## src/rtl/coh_dir_pkg.sv

```systemverilog
package coh_dir_pkg;

  typedef enum logic [1:0] {
    DIR_UNC = 2'd0,
    DIR_SHR = 2'd1,
    DIR_EXC = 2'd2
  } dirState_t;

  typedef enum logic [1:0] {
    REQ_READ  = 2'd0,
    REQ_WRITE = 2'd1,
    REQ_WBACK = 2'd2,
    REQ_RSVD  = 2'd3
  } reqKind_t;

  // Strobes from control to the datapath for one request
  typedef struct packed {
    logic      tabWrite;
    dirState_t nextState;
    logic      shareClear;
    logic      shareSetOnly;
    logic      shareAdd;
    logic      sendReturn;
    logic      sendFetch;
    logic      sendInval;
    logic      sendOwner;
    logic      flagError;
  } dirStrobe_t;

endpackage

```

## src/rtl/coh_dir_ctrl.sv

```systemverilog
module coh_dir_ctrl
  import coh_dir_pkg::*;
(
  input  logic       reqValid,
  input  logic [1:0] reqKind,
  input  dirState_t  curState,
  input  logic       reqIsSharer,
  output dirStrobe_t strobe
);

  always_comb begin
    strobe           = '0;
    strobe.nextState = curState;
    if (reqValid) begin
      case (reqKind)
        REQ_READ: begin
          strobe.tabWrite   = 1'b1;
          strobe.sendReturn = 1'b1;
          case (curState)
            DIR_EXC: begin
              strobe.sendFetch = 1'b1;
              strobe.sendOwner = 1'b1;
              strobe.shareAdd  = 1'b1;
              strobe.nextState = DIR_SHR;
            end
            DIR_SHR: begin
              strobe.shareAdd  = 1'b1;
            end
            default: begin
              strobe.shareSetOnly = 1'b1;
              strobe.nextState    = DIR_SHR;
            end
          endcase
        end
        REQ_WRITE: begin
          strobe.tabWrite     = 1'b1;
          strobe.sendReturn   = 1'b1;
          strobe.shareSetOnly = 1'b1;
          strobe.nextState    = DIR_EXC;
          case (curState)
            DIR_EXC: begin
              strobe.sendFetch = 1'b1;
              strobe.sendOwner = 1'b1;
              strobe.sendInval = 1'b1;
            end
            DIR_SHR: begin
              strobe.sendInval = 1'b1;
            end
            default: ;
          endcase
        end
        REQ_WBACK: begin
          // in the writable state the sharer vector holds the owner only
          if (curState == DIR_EXC && reqIsSharer) begin
            strobe.tabWrite   = 1'b1;
            strobe.shareClear = 1'b1;
            strobe.nextState  = DIR_UNC;
          end else begin
            strobe.flagError  = 1'b1;
          end
        end
        default: begin
          strobe.flagError = 1'b1;
        end
      endcase
    end
  end

endmodule

```

## src/rtl/coh_dir_path.sv

```systemverilog
module coh_dir_path
  import coh_dir_pkg::*;
#(
  parameter int NUM_CACHES  = 4,
  parameter int NUM_ENTRIES = 4,
  localparam int CID_W = (NUM_CACHES  > 1) ? $clog2(NUM_CACHES)  : 1,
  localparam int IDX_W = (NUM_ENTRIES > 1) ? $clog2(NUM_ENTRIES) : 1
) (
  input  logic                  clk,
  input  logic                  rstN,
  input  logic                  reqValid,
  input  logic [CID_W-1:0]      reqCache,
  input  logic [IDX_W-1:0]      reqIndex,
  input  dirStrobe_t            strobe,
  output dirState_t             curState,
  output logic                  reqIsSharer,
  output logic                  ackValid,
  output logic                  ackReturn,
  output logic                  ackFetch,
  output logic [NUM_CACHES-1:0] ackInvMask,
  output logic [CID_W-1:0]      ackOwner,
  output logic                  ackError
);

  dirState_t             stateArr [NUM_ENTRIES];
  logic [NUM_CACHES-1:0] shareArr [NUM_ENTRIES];
  logic [NUM_CACHES-1:0] curShare;
  logic [NUM_CACHES-1:0] reqMask;
  logic [NUM_CACHES-1:0] nextShare;
  logic [CID_W-1:0]      ownerIdx;

  // per-entry storage
  for (genvar e = 0; e < NUM_ENTRIES; e++) begin : g_entry
    dirState_t             entState;
    logic [NUM_CACHES-1:0] entShare;
    logic                  entHit;

    assign entHit = strobe.tabWrite && (reqIndex == IDX_W'(e));

    always_ff @(posedge clk or negedge rstN) begin
      if (!rstN) begin
        entState <= DIR_UNC;
        entShare <= '0;
      end else if (entHit) begin
        entState <= strobe.nextState;
        entShare <= nextShare;
      end
    end

    assign stateArr[e] = entState;
    assign shareArr[e] = entShare;
  end

  assign curState    = stateArr[reqIndex];
  assign curShare    = shareArr[reqIndex];
  assign reqMask     = NUM_CACHES'(1) << reqCache;
  assign reqIsSharer = curShare[reqCache];

  // owner position; a writable entry has one bit set
  always_comb begin
    ownerIdx = '0;
    for (int i = 0; i < NUM_CACHES; i++) begin
      if (curShare[i]) ownerIdx = CID_W'(i);
    end
  end

  always_comb begin
    if (strobe.shareClear)        nextShare = '0;
    else if (strobe.shareSetOnly) nextShare = reqMask;
    else if (strobe.shareAdd)     nextShare = curShare | reqMask;
    else                          nextShare = curShare;
  end

  always_ff @(posedge clk or negedge rstN) begin
    if (!rstN) begin
      ackValid   <= 1'b0;
      ackReturn  <= 1'b0;
      ackFetch   <= 1'b0;
      ackInvMask <= '0;
      ackOwner   <= '0;
      ackError   <= 1'b0;
    end else begin
      ackValid   <= reqValid;
      ackReturn  <= strobe.sendReturn;
      ackFetch   <= strobe.sendFetch;
      ackInvMask <= strobe.sendInval ? (curShare & ~reqMask) : '0;
      ackOwner   <= strobe.sendOwner ? ownerIdx : '0;
      ackError   <= strobe.flagError;
    end
  end

endmodule

```

## src/rtl/coh_dir_top.sv

```systemverilog
module coh_dir_top
  import coh_dir_pkg::*;
#(
  parameter int NUM_CACHES  = 4,
  parameter int NUM_ENTRIES = 4,
  localparam int CID_W = (NUM_CACHES  > 1) ? $clog2(NUM_CACHES)  : 1,
  localparam int IDX_W = (NUM_ENTRIES > 1) ? $clog2(NUM_ENTRIES) : 1
) (
  input  logic                  clk,
  input  logic                  rstN,
  input  logic                  reqValid,
  input  logic [1:0]            reqKind,
  input  logic [CID_W-1:0]      reqCache,
  input  logic [IDX_W-1:0]      reqIndex,
  output logic                  ackValid,
  output logic                  ackReturn,
  output logic                  ackFetch,
  output logic [NUM_CACHES-1:0] ackInvMask,
  output logic [CID_W-1:0]      ackOwner,
  output logic                  ackError
);

  dirStrobe_t strobe;
  dirState_t  curState;
  logic       reqIsSharer;

  coh_dir_ctrl u_ctrl (
    .reqValid    (reqValid),
    .reqKind     (reqKind),
    .curState    (curState),
    .reqIsSharer (reqIsSharer),
    .strobe      (strobe)
  );

  coh_dir_path #(
    .NUM_CACHES  (NUM_CACHES),
    .NUM_ENTRIES (NUM_ENTRIES)
  ) u_path (
    .clk         (clk),
    .rstN        (rstN),
    .reqValid    (reqValid),
    .reqCache    (reqCache),
    .reqIndex    (reqIndex),
    .strobe      (strobe),
    .curState    (curState),
    .reqIsSharer (reqIsSharer),
    .ackValid    (ackValid),
    .ackReturn   (ackReturn),
    .ackFetch    (ackFetch),
    .ackInvMask  (ackInvMask),
    .ackOwner    (ackOwner),
    .ackError    (ackError)
  );

endmodule

```

## config.mk

```make
export PLATFORM = sky130hd
export DESIGN_NAME = coh_dir_top
export DESIGN_NICKNAME = d
export VERILOG_FILES = /design/src/rtl/coh_dir_pkg.sv /design/src/rtl/coh_dir_ctrl.sv /design/src/rtl/coh_dir_path.sv /design/src/rtl/coh_dir_top.sv
export SDC_FILE = /design/constraint.sdc
export NUM_CORES = 1
export LEC_CHECK = 0
export BUFFER_PORTS_ARGS = -buffer_cell sky130_fd_sc_hd__buf_2
export CORE_MARGIN = 2
export CORE_UTILIZATION = 42
export DETAILED_ROUTE_END_ITERATION = 6
export PLACE_DENSITY_LB_ADDON = 0.15
export SKIP_CTS_REPAIR_TIMING = 1
export SLEW_MARGIN = 20
export SYNTH_ARGS = -nofsm -noshare
export SYNTH_HDL_FRONTEND = slang
export SYNTH_HIERARCHICAL = 1
export SYNTH_SLANG_ARGS = --single-unit
```

## constraint.sdc

```tcl
create_clock -name clk -period 5.06 [get_ports clk]
set_clock_uncertainty 0.05 [all_clocks]
set_input_delay 0.759 -clock clk [delete_from_list [all_inputs] [get_ports clk]]
set_output_delay 0.759 -clock clk [all_outputs]
set_load 0.1 [all_outputs]
```

== After elaboration in Yosys (flattened, before gate mapping) ==
Cells that the tools add are included.

* Order comparisons: 2
* Eq/ne operators: 7
* Shift-type cells: 1
* Muxes and demuxes: 31
* Bitwise operators: 4
* Reductions and logical operators: 9

{| class="wikitable"
|+ Operator list
! cell !! number
|-
| $mux W4 || 7
|-
| $mux W2 || 7
|-
| $mux W11 || 1
|-
| $mux W1 || 10
|-
| $pmux W3 S3 || 1
|-
| $bmux W4 S2 || 1
|-
| $eq A2 B2 Y1 const B || 4
|-
| $eq A2 B1 Y1 const B || 3
|-
| $logic_and A1 B1 Y1 || 5
|-
| $and A4 B4 Y4 || 1
|-
| $bmux W2 S2 || 1
|-
| $logic_not A2 Y1 || 2
|-
| $not A4 Y4 || 1
|-
| $or A4 B4 Y4 || 1
|-
| $pmux W1 S2 || 2
|-
| $reduce_or A2 Y1 || 2
|-
| $shl A1 B2 Y4 const A || 1
|-
| $ge A3 B3 Y1 const B || 1
|-
| $lt A2 B3 Y1 const B || 1
|-
| $not A2 Y3 || 1
|-
| $bmux W1 S2 || 1
|}

* Register bits after elaboration: 34
* Input bits: 9
* Output and inout bits: 10
* Logic and storage cells: 68

== Longest topological paths before layout ==
* Depth in word-level cells: 13
* Depth in mapped cells: 11
* Depth with buffers taken out: 9

== Cells and area by module ==
The synthesis kept the hierarchy.

{| class="wikitable"
|+ Modules (own cells, without submodules)
! module !! instances !! cells an instance !! area an instance (um^2) !! sequential area each (um^2)
|-
| coh_dir_path || 1 || 108 || 1435.1 || 850.8
|-
| coh_dir_ctrl || 1 || 26 || 155.1 || 0.0
|}

== Worst setup path before layout ==
Ideal clock, no wire load.

* Path type: input to register
* From: input reqIndex[0]
* To: register u_path.g_entry[0].entState[0]
* Library setup time: 0.125 ns
* Arrival: 2.940 ns
* Required time: 4.885 ns
* Path slack: 1.946 ns
* Stages on the path: 9
* Buffers on the path: 2
* Cell sequence: buf_6 -> mux4_2 -> mux4_2 -> nand2_1 -> o21ai_0 -> and2_1 -> or3b_1 -> clkbuf_1 -> mux2_2

{| class="wikitable"
|+ RTL lines
! what !! RTL line !! text
|-
| from (decl) || coh_dir_top.sv:14 || <nowiki>input logic [IDX_W-1:0] reqIndex,</nowiki>
|-
| to (signal assigned) || coh_dir_path.sv:45 || <nowiki>entState <= strobe.nextState;</nowiki>
|-
| to (decl) || coh_dir_path.sv:34 || <nowiki>dirState_t entState;</nowiki>
|}

==> flow_metrics.env <==
export IMPL_viasPerCell=5.57
export IMPL_cts_tree="built"
export IMPL_start_util_pct=43.4
export IMPL_io_pins=19
export IMPL_worstMarginPinSlew_ns=0.744
export IMPL_finalNetCount=166
export IMPL_drive_gt1_share_pct=28.8
export IMPL_stdcell_count=204
export IMPL_post_dp_hpwl_um=2410
export IMPL_fin_crit_ns=3.16
export IMPL_clk_latency_ns=0.28
export IMPL_leakage_nw=0.885
export IMPL_power_density_nw_per_um2=448
export IMPL_routedWlPerCell_um=16.1
export IMPL_first_global_vias=1107
export IMPL_die_height_um=65.5
export IMPL_ys_types=32
export IMPL_synthesis_area_um2=1590
export IMPL_diodes=0
export IMPL_gr_total_overflow=0
export IMPL_postRouteAntennaNets=0
export IMPL_globalplace_congestion=0.874
export IMPL_syn_inst=134
export IMPL_clockRootBuffer="clkbuf_8"
export IMPL_routed_wl_um=3280
export IMPL_drc=0
export IMPL_ys_async_sr_fraction_pct=100
export IMPL_min_path_type="reg2reg"
export IMPL_drt_pass1_iter_count=4
export IMPL_path_clk_slew_ns=0.07
export IMPL_dp_cells=196
export IMPL_cp_slowest_cell="mux4_1"
export IMPL_syn_nets=145
export IMPL_via_count=1136
export IMPL_portBuffers=18
export IMPL_syn_area_per_cell_um2=11.9
export IMPL_core_um2=3660
export IMPL_cts_buffers=5
export IMPL_start_kind="input pin"
export IMPL_hp_start="u_path/g_entry[0].entShare[0]$_DFFE_PN0P_"
export IMPL_synthFlopType="dfrtp_1"
export IMPL_arrival_ns=3.30
export IMPL_criticalPathCategory="in2reg"
export IMPL_grtUsageTotal_pct=17.9
export IMPL_r2r_end="u_path/g_entry[0].entShare[0]$_DFFE_PN0P_"
export IMPL_die_area_um2=4290
export IMPL_synth_edff_count=0
export IMPL_cts_buffer_depth=2
export IMPL_critical_path_required_ns=5.21
export IMPL_slowest_delay_ns=0.65
export IMPL_area_delta_synth_final_pct=13.5
export IMPL_antenna_found_initial=0
export IMPL_hold_violations=0
export IMPL_cp_common_cell="o21ai_0"
export IMPL_ir_drop_mv=0.170
export IMPL_numClockSinks=34
export IMPL_cp_cell_sequence="buf_2 -> mux4_1 -> inv_1 -> ha_1 -> nand2_1 -> o21ai_0 -> and2_1 -> or3b_1 -> or2_1 -> o21ai_0"
export IMPL_grt_max_degree=35
export IMPL_die_x_um=65.5
export IMPL_maxCapViolCount=0
export IMPL_slew_headroom_pct=50.4
export IMPL_hold_depth=2
export IMPL_reg2reg_from="u_path/g_entry[1].entState[0]$_DFFE_PN0P_"
export IMPL_whs_endpoint="u_path/g_entry[0].entShare[0]$_DFFE_PN0P_"
export IMPL_rsz0062_at_grt="false"
export IMPL_cp_end_kind="register"
export IMPL_grt_pass1_wl_um=5690
export IMPL_slew_violations=0
export IMPL_rows=22
export IMPL_path_max_fanout=10
export IMPL_fin_setup_tns_ns=0
export IMPL_clock_fmax_ghz=0.317
export IMPL_ys_seq_area_share_pct=53.5
export IMPL_period_share_pct=62.4
export IMPL_reg2reg_depth=9
export IMPL_setup_viol=0
export IMPL_cts_max_level=2
export IMPL_r2r_slack_ns=2.32
export IMPL_synth_seq_cells=34
export IMPL_first_iter_violations=110
export IMPL_ys_warn_count=6
export IMPL_outcome="finished clean"
cell families after synthesis:
group | Yosys count | synth area share (%)
simple gates | 42 | 13.5
buf+inv | 11 | 3.38
compound gates | 30 | 12.0
fa+ha+maj | 2 | 1.57
flops | 34 | 53.5
mux | 15 | 16.1
worst max-delay path, delay by kind of cell:
family,cells,cell delay (ns)
compound gates,2,0.32
fa+ha+maj,1,0.18
buf+inv,2,0.32
mux,1,0.65
simple gates,4,1.07
power breakdown:
| group | internal [mW] | switching, mW | total, mW |
|---|---|---|---|
| registers | 0.336 | 0.0364 | 0.373 |
| clock network | 0.110 | 0.0960 | 0.206 |
| logic | 0.0919 | 0.138 | 0.230 |
| total | 0.538 | 0.270 | 0.808 |
Yosys cell counts, types with 2 or more instances:
library cell | number | area share (%)
o21a_1 | 2 | 0.94
mux4_2 | 5 | 7.1
nand3b_1 | 2 | 0.94
inv_1 | 6 | 1.4
ha_1 | 2 | 1.6
mux4_1 | 2 | 3.3
nor2_1 | 4 | 0.94
or2_2 | 4 | 1.6
nor3_1 | 2 | 0.63
mux2_2 | 8 | 5.7
and2_1 | 2 | 0.79
o211a_1 | 3 | 1.9
nand2_1 | 20 | 4.7
o21ai_0 | 18 | 5.7
a32oi_1 | 4 | 2.2
dfrtp_1 | 34 | 54
cell type report:
cell class,count,area (um2)
repair buffers,18,90.1
multi-input cells,89,686
clock inverters,1,5.00
clock buffers,7,86.3
inverters,7,26.3
well taps,48,60.1
flip-flops and latches,34,851
fillers,326,1860
registers in the layout (all words and copies together), names as in the netlist:
register,count
u_path/g_entry.entShare,16
u_path/g_entry.entState,8
u_path/ackInvMask,4
u_path/ackOwner,2
u_path/ackError,1
u_path/ackFetch,1
u_path/ackReturn,1
u_path/ackValid,1
metrics by stage:
step                      setup WS [ns]  utilization (%)  total power, mW  cell area [um2]  hold slack [ns]
after floorplan                    1.95                -            0.538             1590            0.395
after global placement             1.70             46.8            0.596             1710            0.433
after detailed placement           1.63             46.8            0.606             1710            0.430
after CTS                          1.91             49.3            0.812             1800            0.446
after global routing               1.64             49.3            0.863             1800            0.469
final                              1.90             49.3            0.808             1800            0.442
how the worst max path moves through the flow:
stage | start | end | cells past startpoint
detailed placement | reqIndex[0] | u_path/g_entry[0].entShare[0]$_DFFE_PN0P_ | 10
floorplan | reqIndex[0] | u_path/g_entry[0].entState[0]$_DFFE_PN0P_ | 9
global route | reqIndex[0] | u_path/g_entry[0].entShare[0]$_DFFE_PN0P_ | 10
global placement | reqIndex[0] | u_path/g_entry[0].entShare[0]$_DFFE_PN0P_ | 10
finish | reqIndex[0] | u_path/g_entry[0].entShare[0]$_DFFE_PN0P_ | 10
CTS | reqIndex[0] | u_path/g_entry[0].entShare[1]$_DFFE_PN0P_ | 10
layout by cell type, fill, tap and decap left out, drive strengths merged, types with 2 or more instances in the layout:
master | Yosys | final
a32oi | 4 | 4
and2 | 2 | 2
buf | 3 | 18
clkbuf | 1 | 7
dfrtp | 34 | 34
ha | 2 | 2
inv | 7 | 7
mux2 | 8 | 8
mux4 | 7 | 7
nand2 | 20 | 20
nand3b | 2 | 2
nor2 | 4 | 4
nor3 | 2 | 2
o211a | 3 | 3
o21a | 2 | 2
o21ai | 20 | 20
or2 | 5 | 5
metal layers:
layer	vias to the layer above	GRT usage [%]	wire length, um
li1	521	-	-
met1	575	24.1	1450
met2	34	27.9	1600
met3	6	4.97	186
met4	0	5.99	41
met5	-	0	0
Power figures use the tool's default switching activity.
